$ cat config.mk
export PLATFORM = sky130hd
export DESIGN_NAME = dbc_branch_seq
export DESIGN_NICKNAME = d
export VERILOG_FILES = /design/src/rtl/dbc_pkg.sv /design/src/rtl/dbc_decode.sv /design/src/rtl/dbc_target.sv /design/src/rtl/dbc_slot.sv /design/src/rtl/dbc_branch_seq.sv
export SDC_FILE = /design/constraint.sdc
export NUM_CORES = 1
export LEC_CHECK = 0
export CAP_MARGIN = 20
export CORE_MARGIN = 2
export CORE_UTILIZATION = 61
export DETAILED_ROUTE_END_ITERATION = 10
export PLACE_DENSITY = 0.89
export SYNTH_ARGS = -nofsm -noshare
export SYNTH_HDL_FRONTEND = slang
export SYNTH_SLANG_ARGS = --single-unit
$ cat constraint.sdc
create_clock -name clk -period 5.58 [get_ports clk]
set_input_delay 0.837 -clock clk [delete_from_list [all_inputs] [get_ports clk]]
set_output_delay 0.837 -clock clk [all_outputs]
set_load 0.01 [all_outputs]
$ cat src/rtl/dbc_pkg.sv
package dbc_pkg;
  localparam int unsigned ADDR_W   = 32;
  localparam int unsigned INSN_W   = 16;
  localparam int unsigned LDISP_W  = 12;
  localparam int unsigned SDISP_W  = 8;
  localparam int unsigned SEQ_STEP = 2;
  localparam int unsigned PIPE_OFS = 4;

  typedef logic [ADDR_W-1:0] addr_t;

  typedef enum logic [2:0] {
    K_SEQ,      // not a control-flow opcode
    K_IMMCOND,  // conditional, no slot
    K_DLYCOND,  // conditional, one slot
    K_PCREL,    // 12-bit PC-relative, one slot
    K_REGREL,   // register + PC, one slot
    K_REGABS,   // register absolute / return, one slot
    K_TRAP      // trap: only matters when found in a slot
  } flow_kind_e;

  // Sign-extend a 12-bit word displacement and turn it into a byte offset.
  function automatic addr_t long_off(input logic [LDISP_W-1:0] d);
    return {{(ADDR_W-LDISP_W-1){d[LDISP_W-1]}}, d, 1'b0};
  endfunction

  // Sign-extend an 8-bit word displacement and turn it into a byte offset.
  function automatic addr_t short_off(input logic [SDISP_W-1:0] d);
    return {{(ADDR_W-SDISP_W-1){d[SDISP_W-1]}}, d, 1'b0};
  endfunction

  // Base of every PC-relative form: the address two instructions ahead.
  function automatic addr_t ahead(input addr_t pc);
    return pc + addr_t'(PIPE_OFS);
  endfunction

  function automatic addr_t next_seq(input addr_t pc);
    return pc + addr_t'(SEQ_STEP);
  endfunction
endpackage

$ cat src/rtl/dbc_decode.sv
module dbc_decode
  import dbc_pkg::*;
(
  input  logic [INSN_W-1:0] opcode,
  output flow_kind_e        kind,
  output logic              is_call,
  output logic              sense
);
  logic [3:0] top_nib;
  logic [7:0] hi_byte;
  logic [7:0] lo_byte;

  assign top_nib = opcode[15:12];
  assign hi_byte = opcode[15:8];
  assign lo_byte = opcode[7:0];

  always_comb begin
    kind    = K_SEQ;
    is_call = 1'b0;
    sense   = 1'b1;
    if (top_nib == 4'hA || top_nib == 4'hB) begin
      kind    = K_PCREL;
      is_call = (top_nib == 4'hB);
    end else if (hi_byte == 8'h89 || hi_byte == 8'h8B) begin
      kind  = K_IMMCOND;
      sense = (hi_byte == 8'h89);
    end else if (hi_byte == 8'h8D || hi_byte == 8'h8F) begin
      kind  = K_DLYCOND;
      sense = (hi_byte == 8'h8D);
    end else if (top_nib == 4'h0 && (lo_byte == 8'h23 || lo_byte == 8'h03)) begin
      kind    = K_REGREL;
      is_call = (lo_byte == 8'h03);
    end else if (top_nib == 4'h4 && (lo_byte == 8'h2B || lo_byte == 8'h0B)) begin
      kind    = K_REGABS;
      is_call = (lo_byte == 8'h0B);
    end else if (opcode == 16'h000B || opcode == 16'h002B) begin
      kind = K_REGABS;
    end else if (hi_byte == 8'hC3) begin
      kind = K_TRAP;
    end
  end
endmodule

$ cat src/rtl/dbc_target.sv
module dbc_target
  import dbc_pkg::*;
(
  input  flow_kind_e         kind,
  input  logic [LDISP_W-1:0] disp,
  input  addr_t              pc,
  input  addr_t              opnd,
  output addr_t              target
);
  always_comb begin
    unique case (kind)
      K_PCREL:             target = ahead(pc) + long_off(disp);
      K_IMMCOND, K_DLYCOND: target = ahead(pc) + short_off(disp[SDISP_W-1:0]);
      K_REGREL:            target = ahead(pc) + opnd;
      K_REGABS:            target = opnd;
      default:             target = next_seq(pc);
    endcase
  end
endmodule

$ cat src/rtl/dbc_slot.sv
module dbc_slot
  import dbc_pkg::*;
(
  input  logic  clk,
  input  logic  rst_n,
  input  logic  arm,
  input  logic  arm_take,
  input  addr_t arm_tgt,
  output logic  in_slot,
  output logic  take_q,
  output addr_t tgt_q
);
  always_ff @(posedge clk or negedge rst_n) begin
    if (!rst_n) begin
      in_slot <= 1'b0;
      take_q  <= 1'b0;
      tgt_q   <= '0;
    end else if (arm) begin
      in_slot <= 1'b1;
      take_q  <= arm_take;
      tgt_q   <= arm_tgt;
    end else begin
      in_slot <= 1'b0;
      take_q  <= 1'b0;
    end
  end
endmodule

$ cat src/rtl/dbc_branch_seq.sv
module dbc_branch_seq
  import dbc_pkg::*;
#(
  parameter addr_t RESET_PC = 32'hA000_0000
) (
  input  logic              clk,
  input  logic              rst_n,
  input  logic [INSN_W-1:0] opcode,
  input  logic              t_flag,
  input  logic [ADDR_W-1:0] opnd,
  output logic [ADDR_W-1:0] pc,
  output logic              link_we,
  output logic [ADDR_W-1:0] link_val,
  output logic              slot_illegal,
  output logic              in_slot
);
  flow_kind_e kind;
  logic       is_call, sense;
  addr_t      target, tgt_q, pc_q, pc_d;
  logic       take_q;

  // Named events used by the checker.
  logic is_flow, cond_hit, imm_taken, arm, arm_take, redirect;

  dbc_decode u_dec (
    .opcode (opcode),
    .kind   (kind),
    .is_call(is_call),
    .sense  (sense)
  );

  dbc_target u_tgt (
    .kind  (kind),
    .disp  (opcode[LDISP_W-1:0]),
    .pc    (pc_q),
    .opnd  (opnd),
    .target(target)
  );

  assign is_flow   = (kind != K_SEQ);
  assign cond_hit  = (t_flag == sense);
  assign imm_taken = !in_slot && (kind == K_IMMCOND) && cond_hit;
  assign arm       = !in_slot && (kind inside {K_DLYCOND, K_PCREL, K_REGREL, K_REGABS});
  assign arm_take  = (kind != K_DLYCOND) || cond_hit;
  assign redirect  = in_slot && take_q;

  dbc_slot u_slot (
    .clk     (clk),
    .rst_n   (rst_n),
    .arm     (arm),
    .arm_take(arm_take),
    .arm_tgt (target),
    .in_slot (in_slot),
    .take_q  (take_q),
    .tgt_q   (tgt_q)
  );

  always_comb begin
    if (redirect)       pc_d = tgt_q;
    else if (imm_taken) pc_d = target;
    else                pc_d = next_seq(pc_q);
  end

  always_ff @(posedge clk or negedge rst_n) begin
    if (!rst_n) pc_q <= RESET_PC;
    else        pc_q <= pc_d;
  end

  assign pc           = pc_q;
  assign link_we      = !in_slot && is_call;
  assign link_val     = ahead(pc_q);
  assign slot_illegal = in_slot && is_flow;
endmodule

==> results.tsv, run 1 <==
stage	metric	value	unit
setup_path	Worst path slowest cell	xnor2_1	
setup_path	largest fanout on the critical path	7	
synth	post-synth net total	1136	
cts	worst-skew pair later-pin latency	350	ps
sta	final count of pins violating max slew	0	
sta	min Tclk post-route	4960	ps
placed_design	PortBufs	117	
placed_design	dpl cells	1276	
global_route	vias in the first global route	7763	
setup_path	most numerous cell on the critical path	a21oi_1	
setup_path	CP peak stage delay	590	ps
detailed_routing	Routed WL	29000	um
sta	TNS Setup	0	ps
global_route	first-pass GRT wire length	43500	um
cts	CTS max path bufs	2	
floorplanning	DIE WIDTH	117	um
power_and_ir_drop	Max IR drop VDD	0.308	mV
floorplanning	Vert. Die Dim	117	um
sta	Final setup violation count	0	
cts	clk slew on worst S/H paths	60	ps
detailed_routing	drt wl/cell	22.4	um
final_layout	most common cell after layout, fill and taps aside	nand2_1	
final_layout	number of diodes	0	
sta	Slew headroom	0.354	
synth	synthesized area	7760	sq um
synth	dominant synthesized flop cell	dfrtp_1	
detailed_routing	antenna-violating nets left	0	
floorplanning	IO Pins	118	
cts	Post-CTS Setup Inserts	0	
synth	number of distinct library cells after synthesis	79	
job	Max Cap Viol	0	
worst_hold_path	HP Class	register to register	
synth	EDFF count, synth	0	
floorplanning	Core Region	12500	sq um
detailed_routing	Via density	6.79	
cts	CTS tree	built	
global_route	GRT Overall Usage	0.427	
setup_path	critical path type	register to register	
power_and_ir_drop	Leakage Power	0.00382	uW
setup_path	WP data required	5770	ps
final_layout	Final nets	1231	
global_route	pin count of the biggest net entering global routing	67	
setup_path	CP top delay family	simple AND/OR/NAND/NOR gates	
floorplanning	Starting Density	0.620	
synth	Synth Register Bits	66	
synth	FFs w/ async S/R, synth	1.00	
detailed_routing	1st-pass router iterations	8	
detailed_routing	# DRC	0	
placed_design	post-placement setup slack	536	ps
synth	sequential element share of the synthesized area	0.213	
global_route	initial antenna violation count	0	
sta	RSZ-0062 raised after global routing	false	
final_layout	layout cells sized above 1	0.0518	
cts	Resized Gates After CTS	0	
cts	CTS sink cnt	66	
final_layout	most frequent cells in the layout	152 x nand2_1, 116 x clkdlybuf4s50_1, 91 x a21oi_1	
synth	syn_area_per_cell	7.61	sq um
synth	synth warn	0	
sta	period utilization	0.888	
sta	Final WS setup	623	ps
cts	Root Buffer	clkbuf_16	
cts	hold buffer count at cts	0	
setup_path	endpoint class of the critical path	register	
floorplanning	Die ar.	13600	sq um
global_route	GR Overflow Total	0	
setup_path	WP buf/inv	1	
detailed_routing	Vias	8768	
cts	H-tree levels	3	
sta	Clock Skews	9.24	ps
setup_path	Critical Path Source Type	register	
setup_path	worst-path cell chain	ha_1 > nand3_2 > nor4_4 > buf_4 > and4_1 > nand3_1 > xnor2_1 > ha_1 > nand2_1 > o21ai_0 > a21oi_1 > o31ai_1 > a21oi_1 > mux2i_1 > nand3_1 > o21ai_0 > a21oi_1	
floorplanning	Rows	41	
synth	cell count after synthesis	1020	
sta	Fmax	202	MHz
power_and_ir_drop	pwr dens	493	nW/um^2
cts	CTS buffer count	9	
sta	Least-Margin Pin Slew	969	ps
outcome	run status	finished, final reports clean	
sta	Hold Fails Final Rpt	0	
final_layout	Non-Filler Instances	1292	
final_layout	area grow syn2layout	20.6	%
detailed_routing	DR iter-0 viols	1076	
placed_design	gp weighted congestion	1.06	
setup_path	arrival time worst endpoint	5150	ps
placed_design	hpwl dp	21500	um
-- layer usage --
layer,global-route usage,part of all wire,up-vias
li1,-,-,3972
met1,0.622,0.42,4093
met2,0.585,0.40,637
met3,0.167,0.16,66
met4,0.119,0.025,0
met5,0,0,-
-- synth_stat cells (19+ instances only) --
library cell  number  area (sq um)
nand2_1          152           571
a21oi_1           91           455
nor2_1            76           285
o21ai_0           70           350
dfrtp_1           64          1600
ha_1              63           788
xnor2_1           56           490
xor2_1            48           420
clkbuf_1          36           135
nand3_1           33           165
a31oi_1           24           150
nand4_1           22           138
nor3_1            22           110
inv_1             20          75.1
a21o_1            19           143
-- where the power goes --
group          internal (uW)  total (uW)  switching [uW]
Sequential               638         890             251
Combinational           1340        3170            1830
Clock                    326         557             232
Total                   2300        4620            2310
-- kinds of logic (layout without fill, tap and decap cells) --
logic type | count (synthesis) | count (layout) | share of synthesized area
DFF | 66 | 66 | 0.213
xor gates and xnor gates | 106 | 106 | 0.124
adders and majority gates | 65 | 65 | 0.107
muxes | 13 | 13 | 0.0177
AOI/OAI and AO/OA | 327 | 327 | 0.271
and+or+nand+nor | 373 | 373 | 0.230
buffers and inverters | 70 | 170 | 0.0364
-- worst paths after layout --
check	slack, ps	endpoint	cells past startpoint	from
hold reg to reg	470	u_slot.tgt_q[18]	2	u_slot.tgt_q[18]
setup / recovery	620	pc[30]	17	pc[3]
min in group asynchronous	690	pc[2]	2	rst_n
setup reg to reg	620	pc[30]	17	pc[3]
hold / removal	470	u_slot.tgt_q[18]	2	u_slot.tgt_q[18]
max in group asynchronous	4300	u_slot.tgt_q[30]	2	rst_n
-- metrics by stage --
stage | area [sq um] | hold slack [ps] | utilization | power (uW)
floorplan | 7760 | 439 | - | 2870
global placement | 9070 | 459 | 0.725 | 3880
detailed placement | 9070 | 463 | 0.725 | 3910
CTS | 9360 | 474 | 0.748 | 4480
global route | 9360 | 497 | 0.748 | 4890
finish | 9360 | 475 | 0.748 | 4620
-- registers in the layout, summed over array words and instances (netlist names) --
| name | flops |
|---|---|
| u_slot.tgt_q | 32 |
| u_slot.in_slot | 1 |
| u_slot.take_q | 1 |
| pc | 32 |
-- cell type report --
| type | instances | area (sq um) |
|---|---|---|
| tap | 172 | 215 |
| inverter | 22 | 82.6 |
| multi-input combinational | 884 | 5840 |
| clock buffer | 11 | 253 |
| sequential | 66 | 1650 |
| timing repair buffer | 132 | 1280 |
| fill | 1030 | 3160 |
| clock inverter | 5 | 38.8 |
-- worst register-to-register path: stages (launching register included) --
cell and delay [ps]:
dfrtp_1 470, ha_1 300, nand3_2 180, nor4_4 430, buf_4 220, and4_1 360, nand3_1 130, xnor2_1 590
ha_1 400, nand2_1 100, o21ai_0 120, a21oi_1 380, o31ai_1 140, a21oi_1 310, mux2i_1 320, nand3_1 110
o21ai_0 130, a21oi_1 130
No activity file was read; power rests on OpenSTA's default activity.
==> inputs of run 2 (changes only) <==
--- a/config.mk
+++ b/config.mk
@@ -7,9 +7,9 @@
 export LEC_CHECK = 0
 export CAP_MARGIN = 20
 export CORE_MARGIN = 2
-export CORE_UTILIZATION = 61
+export CORE_UTILIZATION = 51
 export DETAILED_ROUTE_END_ITERATION = 10
-export PLACE_DENSITY = 0.89
+export PLACE_DENSITY = 0.76
 export SYNTH_ARGS = -nofsm -noshare
 export SYNTH_HDL_FRONTEND = slang
 export SYNTH_SLANG_ARGS = --single-unit
==> run 2 against run 1 <==
Count of clock-buffer cells in the layout fell by 1. Sequential cell count did not move. Routed wire length increased by 1.1%. Final area up 1.4%. Global-route usage shrank 6.7 points. Combinational power decreased by 2%. Die area is 19% higher. Critical path type unchanged. Largest power group unchanged.
==> results.tsv, run 2 (synthesis gave the netlist of run 1 again) <==
stage	metric	value	unit	change
outcome	run status	finished, final reports clean		
sta	min Tclk post-route	4950	ps	-9.30 ps
sta	Least-Margin Pin Slew	885	ps	-84.8 ps
cts	Resized Gates After CTS	0		unchanged
final_layout	register area	1650	sq um	unchanged
sta	Fmax	202	MHz	+0.19%
job	Max Cap Viol	0		unchanged
global_route	pin count of the biggest net entering global routing	67		unchanged
cts	Post-CTS Setup Inserts	0		unchanged
detailed_routing	Vias	8656		-1.3%
sta	Clock Skews	8.85	ps	-0.392 ps
final_layout	area occupied by multi-input gates	5840	sq um	about the same
sta	final count of pins violating max slew	0		unchanged
detailed_routing	# DRC	0		unchanged
floorplanning	Core Region	15000	sq um	+20%
setup_path	Critical Path Source Type	register		
cts	CTS buffer count	9		unchanged
cts	Root Buffer	clkbuf_16		
detailed_routing	1st-pass router iterations	6		-2
global_route	first-pass GRT wire length	44900	um	+3.3%
final_layout	most common cell after layout, fill and taps aside	nand2_1		
setup_path	critical path type	register to register		
placed_design	hpwl dp	21500	um	-0.31%
final_layout	Non-Filler Instances	1316		+1.9%
worst_hold_path	HP Class	register to register		
placed_design	PortBufs	117		unchanged
power_and_ir_drop	Max IR drop VDD	0.384	mV	+25%
setup_path	RR Startpoint	pc[13]		
cts	worst-skew pair later-pin latency	360	ps	about the same
setup_path	worst r2r dst	u_slot.tgt_q[28]		
cts	hold buffer count at cts	0		unchanged
setup_path	endpoint class of the critical path	register		
floorplanning	Vert. Die Dim	127	um	+9.0%
detailed_routing	DR iter-0 viols	996		-7.4%
final_layout	number of diodes	0		unchanged
cts	CTS max path bufs	2		unchanged
setup_path	R2R Setup Slk	630	ps	about the same
final_layout	layout cells sized above 1	0.0594		+0.00761
power_and_ir_drop	pwr dens	492	nW/um^2	-0.32%
placed_design	gp weighted congestion	0.980		-7.7%
cts	CTS sink cnt	66		unchanged
detailed_routing	Via density	6.58		-3.1%
floorplanning	IO Pins	118		unchanged
sta	Final setup violation count	0		unchanged
floorplanning	Die ar.	16200	sq um	+19%
sta	Hold Fails Final Rpt	0		unchanged
placed_design	dpl cells	1300		+1.9%
global_route	GRT Overall Usage	0.359		-0.0674
power_and_ir_drop	Leakage Power	0.00390	uW	+2.0%
worst_hold_path	Hold Path Stages	2		unchanged
cts	CTS tree	built		
final_layout	Final nets	1239		+0.65%
detailed_routing	Routed WL	29300	um	+1.1%
sta	TNS Setup	0	ps	unchanged
sta	period utilization	0.887		-0.00167
global_route	initial antenna violation count	0		unchanged
setup_path	arrival time worst endpoint	5160	ps	about the same
setup_path	FF-to-FF path depth	16		-1
floorplanning	Rows	45		+9.8%
final_layout	area grow syn2layout	22.3	%	
detailed_routing	antenna-violating nets left	0		unchanged
final_layout	most frequent cells in the layout	152 x nand2_1, 116 x clkdlybuf4s50_1, 91 x a21oi_1		
final_layout	FILL cells	1377		+34%
global_route	vias in the first global route	8009		+3.2%
floorplanning	DIE WIDTH	127	um	+9.0%
worst_hold_path	hold path endpoint	u_slot.tgt_q[6]		
setup_path	largest fanout on the critical path	6		-1
detailed_routing	drt wl/cell	22.2	um	-0.77%
sta	Slew headroom	0.406		+0.0520
cts	H-tree levels	3		unchanged
setup_path	WP data required	5790	ps	+20 ps
worst_hold_path	hold_sp	u_slot.tgt_q[6]		
cts	clk slew on worst S/H paths	70	ps	about the same
floorplanning	Starting Density	0.516		-0.104
sta	RSZ-0062 raised after global routing	false		
global_route	GR Overflow Total	0		unchanged
run 2: cell type report:
| class | count | area share |
|---|---|---|
| well taps | 188 | 0.0248 |
| inverters | 22 | 0.00870 |
| multi-input cells | 884 | 0.616 |
| clock inverters | 6 | 0.0100 |
| flip-flops and latches | 66 | 0.174 |
| clock buffers | 10 | 0.0252 |
| repair buffers | 140 | 0.141 |
run 2: worst max-delay path, stage by stage (launching register included):
cell and delay, ps:
dfrtp_1 490, nand4_1 380, or4_1 710, nor2_1 240, buf_4 170, and3_1 160, xor2_1 320, ha_1 380
a21oi_1 290, o211ai_1 160, a21oi_1 430, nor3b_1 110, a211oi_1 300, o21bai_1 120, xor2_1 170, a222oi_1 240
a31oi_1 120
run 2: worst max path at each step:
stage	slack, ps	to	from	depth (start not counted)
floorplan	1540	pc[25]	pc[3]	15
detailed placement	770	pc[21]	opcode[13]	15
global placement	830	pc[21]	opcode[14]	14
CTS	850	pc[25]	pc[3]	16
finish	630	u_slot.tgt_q[28]	pc[13]	16
global route	400	u_slot.tgt_q[28]	pc[13]	16
run 2: metal layers:
| metal | global-route usage | vias to the layer above | part of all wire | wire length, um |
|---|---|---|---|---|
| met5 | 0 | - | 0 | 0 |
| met2 | 0.529 | 530 | 0.42 | 12300 |
| met3 | 0.0762 | 89 | 0.11 | 3180 |
| met1 | 0.507 | 4041 | 0.43 | 12500 |
| met4 | 0.159 | 0 | 0.045 | 1310 |
| li1 | - | 3996 | - | - |
run 2: per-stage QoR:
stage,hold slack (ps),setup WS (ps),util,total power [uW],area [sq um]
after floorplan,439,1540,-,2870,7760
after global placement,452,829,0.609,3880,9150
after detailed placement,464,772,0.609,3900,9150
after CTS,479,846,0.631,4580,9490
after global routing,500,395,0.631,4960,9490
final,477,632,0.631,4660,9490
run 2: power breakdown:
| group | internal, uW | switching [uW] | total [uW] |
|---|---|---|---|
| logic | 1350 | 1770 | 3120 |
| clock network | 409 | 253 | 663 |
| registers | 638 | 245 | 883 |
